$ cat src/rtl/irqd_pkg.sv
package irqd_pkg;
    typedef logic [1:0] tstate_t;
    localparam tstate_t TS_LAST = 2'd3;
    localparam int unsigned TS_PER_MC = 4;
endpackage

$ cat src/rtl/irqd_pick.sv
module irqd_pick #(
    parameter int unsigned NSRC     = 5,
    parameter int unsigned VEC_W    = 16,
    parameter int unsigned VEC_BASE = 64,
    parameter int unsigned VEC_STEP = 8
) (
    input  logic [NSRC-1:0]  live_i,
    output logic [NSRC-1:0]  hit_oh_o,
    output logic [VEC_W-1:0] vec_o
);
    // lowest set bit isolates the winning source
    assign hit_oh_o = live_i & (~live_i + NSRC'(1));

    always_comb begin
        vec_o = '0;
        for (int i = NSRC - 1; i >= 0; i--) begin
            if (live_i[i]) vec_o = VEC_W'(VEC_BASE + VEC_STEP * i);
        end
    end
endmodule

$ cat src/rtl/irqd_regs.sv
module irqd_regs #(
    parameter int unsigned NSRC = 5
) (
    input  logic            clk,
    input  logic            rst_n,
    input  logic [NSRC-1:0] req_i,
    input  logic            wr_pend_i,
    input  logic            wr_mask_i,
    input  logic [NSRC-1:0] wr_data_i,
    input  logic            ime_set_i,
    input  logic            ime_clr_i,
    input  logic            start_i,
    input  logic [NSRC-1:0] clr_i,
    output logic [NSRC-1:0] pend_o,
    output logic [NSRC-1:0] mask_o,
    output logic            ime_o
);
    typedef struct packed {
        logic [NSRC-1:0] pend;
        logic [NSRC-1:0] mask;
        logic            ime;
    } regs_t;

    regs_t           r_d, r_q;
    logic [NSRC-1:0] pend_nxt;

    // per-source pending update: write, then clear, then set (set wins)
    for (genvar g = 0; g < NSRC; g++) begin : g_pend
        assign pend_nxt[g] = ((wr_pend_i ? wr_data_i[g] : r_q.pend[g]) & ~clr_i[g])
                             | req_i[g];
    end

    always_comb begin
        r_d      = r_q;
        r_d.pend = pend_nxt;
        if (wr_mask_i) r_d.mask = wr_data_i;
        if (start_i || ime_clr_i) r_d.ime = 1'b0;
        else if (ime_set_i)       r_d.ime = 1'b1;
    end

    always_ff @(posedge clk) begin
        if (!rst_n) r_q <= '0;
        else        r_q <= r_d;
    end

    assign pend_o = r_q.pend;
    assign mask_o = r_q.mask;
    assign ime_o  = r_q.ime;
endmodule

$ cat src/rtl/irqd_top.sv
module irqd_top #(
    parameter int unsigned NSRC     = 5,
    parameter int unsigned VEC_W    = 16,
    parameter int unsigned VEC_BASE = 64,
    parameter int unsigned VEC_STEP = 8,
    parameter int unsigned SEQ_MC   = 5,
    parameter int unsigned PICK_MC  = 4
) (
    input  logic             clk,
    input  logic             rst_n,
    input  logic [1:0]       tstate_i,
    input  logic             instr_end_i,
    input  logic [NSRC-1:0]  req_i,
    input  logic             wr_pend_i,
    input  logic             wr_mask_i,
    input  logic [NSRC-1:0]  wr_data_i,
    input  logic             ime_set_i,
    input  logic             ime_clr_i,
    output logic             dispatch_o,
    output logic [VEC_W-1:0] vector_o,
    output logic [NSRC-1:0]  ack_o,
    output logic [NSRC-1:0]  pend_o,
    output logic             ime_o
);
    import irqd_pkg::*;

    localparam int unsigned MC_W = (SEQ_MC > 1) ? $clog2(SEQ_MC) : 1;

    typedef struct packed {
        logic             active;
        logic [MC_W-1:0]  mc;
        logic [VEC_W-1:0] vec;
        logic [NSRC-1:0]  ack;
    } seq_t;

    seq_t             s_d, s_q;
    logic [NSRC-1:0]  pend_q, mask_q, live, pick_oh, clr;
    logic [VEC_W-1:0] pick_vec;
    logic             ime_q, mc_end, start, pick_now, last_now;

    irqd_regs #(.NSRC(NSRC)) u_regs (
        .clk       (clk),
        .rst_n     (rst_n),
        .req_i     (req_i),
        .wr_pend_i (wr_pend_i),
        .wr_mask_i (wr_mask_i),
        .wr_data_i (wr_data_i),
        .ime_set_i (ime_set_i),
        .ime_clr_i (ime_clr_i),
        .start_i   (start),
        .clr_i     (clr),
        .pend_o    (pend_q),
        .mask_o    (mask_q),
        .ime_o     (ime_q)
    );

    assign live = pend_q & mask_q;

    irqd_pick #(
        .NSRC     (NSRC),
        .VEC_W    (VEC_W),
        .VEC_BASE (VEC_BASE),
        .VEC_STEP (VEC_STEP)
    ) u_pick (
        .live_i   (live),
        .hit_oh_o (pick_oh),
        .vec_o    (pick_vec)
    );

    assign mc_end   = (tstate_i == TS_LAST);
    // decision uses only the registered state at the instruction's last T-state
    assign start    = !s_q.active && instr_end_i && mc_end && ime_q && (|live);
    assign pick_now = s_q.active && mc_end && (s_q.mc == MC_W'(PICK_MC - 1));
    assign last_now = s_q.active && mc_end && (s_q.mc == MC_W'(SEQ_MC - 1));
    assign clr      = pick_now ? pick_oh : '0;

    always_comb begin
        s_d     = s_q;
        s_d.ack = '0;
        if (start) begin
            s_d.active = 1'b1;
            s_d.mc     = '0;
        end else if (s_q.active && mc_end) begin
            if (last_now) begin
                s_d.active = 1'b0;
                s_d.mc     = '0;
            end else begin
                s_d.mc = s_q.mc + MC_W'(1);
            end
        end
        // late vector choice from the live request set
        if (pick_now) begin
            s_d.vec = pick_vec;
            s_d.ack = pick_oh;
        end
    end

    always_ff @(posedge clk) begin
        if (!rst_n) s_q <= '0;
        else        s_q <= s_d;
    end

    assign dispatch_o = s_q.active;
    assign vector_o   = s_q.vec;
    assign ack_o      = s_q.ack;
    assign pend_o     = pend_q;
    assign ime_o      = ime_q;
endmodule

$ cat config.mk
export PLATFORM = sky130hd
export DESIGN_NAME = irqd_top
export DESIGN_NICKNAME = d
export VERILOG_FILES = /design/src/rtl/irqd_pkg.sv /design/src/rtl/irqd_pick.sv /design/src/rtl/irqd_regs.sv /design/src/rtl/irqd_top.sv
export SDC_FILE = /design/constraint.sdc
export NUM_CORES = 1
export LEC_CHECK = 0
export BUFFER_PORTS_ARGS = -buffer_cell sky130_fd_sc_hd__buf_2
export CELL_PAD_IN_SITES_DETAIL_PLACEMENT = 1
export CELL_PAD_IN_SITES_GLOBAL_PLACEMENT = 1
export CORE_MARGIN = 3
export CORE_UTILIZATION = 35
export DETAILED_ROUTE_END_ITERATION = 10
export PLACE_DENSITY_LB_ADDON = 0.1
export REMOVE_ABC_BUFFERS = 1
export SYNTH_ARGS = -nofsm -noshare
export SYNTH_HDL_FRONTEND = slang
export SYNTH_SLANG_ARGS = --single-unit
export TNS_END_PERCENT = 30
$ cat constraint.sdc
create_clock -name clk -period 1.8 [get_ports clk]
set_input_delay 0.09 -clock clk [delete_from_list [all_inputs] [get_ports clk]]
set_output_delay 0.09 -clock clk [all_outputs]
set_load 0.02 [all_outputs]
==> results.tsv <==
stage	metric	value	unit
status	status	finished clean	
cells_and_area	fillCellCount	418	
timing	hold_violations	0	
power_and_ir_drop	peakVddDrop	0.3277	mV
clock_network	cts_max_level	1	
critical_path	cp_max_fo	7	
global_route	grt_pass1_vias	984	
min_path	hold_path.startpoint	req_i[2]	
cells_and_area	nets	182	
synthesis	syn-cell-area	1231	sq um
floorplanning	num_rows	20	
routing	drt_iter0_markers	25	
synthesis	synth_seq_cells	24	
clock_network	clk-insertion-delay-late	0.31	ns
synthesis	yosys.area.top_type	dfxtp_1	
routing	routed_wirelength	2723	um
critical_path	critPathArrivalTime	1.87	ns
critical_path	worstSetupPathType	register to register	
clock_network	cts_setup_buffers	0	
global_route	grt_usage	13.96	%
floorplanning	die_y	65.31	um
floorplanning	coreArea	3203	sq um
timing	final-setup-viol-count	0	
run	cap_violations	0	
routing	firstDrtPassIters	4	
clock_network	cts_sinks	24	
clock_network	cts_buffer_depth	2	
clock_network	cts_tree	built	
placement	io_buffers	34	
critical_path	crit_path_start	s_q[21]	
floorplanning	ios	47	
power_and_ir_drop	p_switching	259.4	uW
power_and_ir_drop	p_sw_share	26.21	%
timing	finalMaxSlewViolations	0	
floorplanning	start_util	38.44	%
critical_path	worstSetupStartpointType	register	
routing	wl_per_cell	13.41	um
timing	finClkSkew	0.002406	ns
power_and_ir_drop	power.leakage	0.6386	nW
clock_network	cts-root-buf	clkbuf_4	
global_route	grt_max_degree	25	
power_and_ir_drop	pwr-share-seq	57.0	%
global_route	grt_pass1_wl	4609	um
floorplanning	die_area	4265	sq um
routing	vias_per_cell	4.759	
synthesis	netlist_instances	131	
timing	rsz0062_at_grt	true	
routing	drc	0	
critical_path	critical_path.endpoint_type	register	
critical_path	timing.rr.start	s_q[21]	
timing	fin_crit	1.657	ns
timing	fmax	603.6	MHz
placement	gp_congestion	0.7492	
synthesis	seq_area_frac_synth	39.02	%
global_route	grt_overflow	0	
synthesis	synth.top_cell.area_share	39.02	%
cells_and_area	utilization	43.87	%
cells_and_area	antenna_cells	0	
power_and_ir_drop	internal_power	730.3	uW
clock_network	clk_pin_slew	0.13	ns
timing	finalCritPeriodShare	92.04	%
critical_path	required	2.01	ns
placement	post-place-ws	0.1368	ns
global_route	antenna_found_initial	0	
timing	fin_setup_tns	0	ns
clock_network	cts_made_buffers	3	
power_and_ir_drop	p_per_area	704.3	nW/um^2
timing	setup_slack	0.1433	ns
power_and_ir_drop	pwr-share-clk	28.6	%
synthesis	ys_types	34	
cells_and_area	drive_above_1_share	27.04	%
min_path	hold_path_class	input pin to register	
routing	ant_nets	0	
synthesis	syn_area_per_cell	9.398	sq um
routing	vias	966	
power_and_ir_drop	combPwrFrac	14.4	%
synthesis	synth_area_leaders	dfxtp_1 39%, buf_4 13%, mux2i_1 8.1%	
floorplanning	die_x	65.31	um
synthesis	ys_warn_count	0	
placement	dp_hpwl	2142	um
cells_and_area	syn_to_final_growth	14.13	%
cell families after synthesis:
kind of cell | synth area share, %
flip-flops | 39.02
multiplexers | 9.045
other | 0.3046
AND/OR/NAND/NOR | 18.80
buffers and inverters | 15.85
adder cells (fa/ha/maj) | 3.049
AO/OA/AOI/OAI | 13.92
layout make-up:
cell class	count	area, sq um	share of cell area (%)
sequential	24	480.5	34.19
clock buffer	4	36.28	2.582
inverter	5	18.77	1.336
multi-input combinational	87	596.8	42.48
tap	44	55.05	3.918
timing repair buffer	39	217.7	15.49
through the flow:
step                      total power [mW]  area [sq um]  cells  hold WS [ns]
final                               0.9897          1405    203       0.04048
after global routing                 1.046          1405    203       0.04061
after CTS                            1.008          1405    203       0.03007
after detailed placement            0.7117          1329    195        0.2662
after global placement              0.7096          1329    195        0.2620
after floorplan                     0.6523          1096    116        0.1614
cell usage in the layout (no fill, tap or decap), drive strengths merged, types with 2 or more instances in the layout:
| cell type | instances |
|---|---|
| a211o | 2 |
| a21oi | 3 |
| a31oi | 3 |
| and2 | 4 |
| buf | 35 |
| clkbuf | 4 |
| conb | 12 |
| dfxtp | 24 |
| dlygate4sd3 | 4 |
| ha | 3 |
| inv | 5 |
| mux2i | 10 |
| nand2 | 9 |
| nand3 | 5 |
| nor2 | 3 |
| nor2b | 7 |
| nor3 | 2 |
| nor3b | 3 |
| nor4b | 2 |
| o21a | 4 |
| o21ai | 2 |
| o311a | 2 |
power groups by stage:
| stage | sequential (mW) | clock (mW) | combinational [mW] |
|---|---|---|---|
| after global placement | 0.575 | 0 | 0.134 |
| after CTS | 0.564 | 0.301 | 0.143 |
| after floorplan | 0.585 | 0 | 0.0675 |
| after global routing | 0.568 | 0.323 | 0.155 |
| after detailed placement | 0.576 | 0 | 0.136 |
| final | 0.564 | 0.284 | 0.142 |
state kept, by name (all words and copies together) (netlist names):
register,flops
u_regs.mask_o,5
u_regs.pend_o,5
dispatch_o,1
ack_o,5
vector_o,4
s_q,3
u_regs.ime_o,1
cells in the mapped netlist (all sizes together):
library cell	number
mux2i	10
conb	1
a2111o	1
clkbuf	5
nand2	9
nor4b	2
o21a	4
o311a	2
nand4	1
nor2	3
nor3	2
nor3b	3
a222oi	1
a31oi	3
a211o	2
buf	21
a311oi	1
and4	1
o21ai	2
inv	5
a41oi	1
o31ai	1
and3	1
and2	4
nor2b	7
a21boi	1
ha	3
a21oi	3
dfxtp	24
nand4b	1
nand3	5
mux2	1
worst paths after layout:
path,depth (start not counted),endpoint,slack [ns]
max,5,u_regs.pend_o[3],0.14
min,2,u_regs.pend_o[2],0.04
max reg2reg,5,u_regs.pend_o[3],0.14
min reg2reg,2,vector_o[4],0.48
critical path: stages (launching register included):
cell and delay (ns):
dfxtp_1 0.39, ha_1 0.17, ha_1 0.17, and4_1 0.35, nand3_1 0.15, o311a_1 0.31
what timing repair did:
action                     4_1_cts  5_1_grt
gates resized for setup          0        0
hold buffers                     4        0
hold endpoints to repair         4        0
setup endpoints to repair        0        2
layer usage:
layer	track usage (%)	up-vias	part of all wire, %
li1	-	486	-
met1	16.91	452	43
met2	24.53	26	52
met3	2.222	2	4.7
met4	5.440	0	0.59
met5	0	-	0
(Power assumes the default switching activity.)
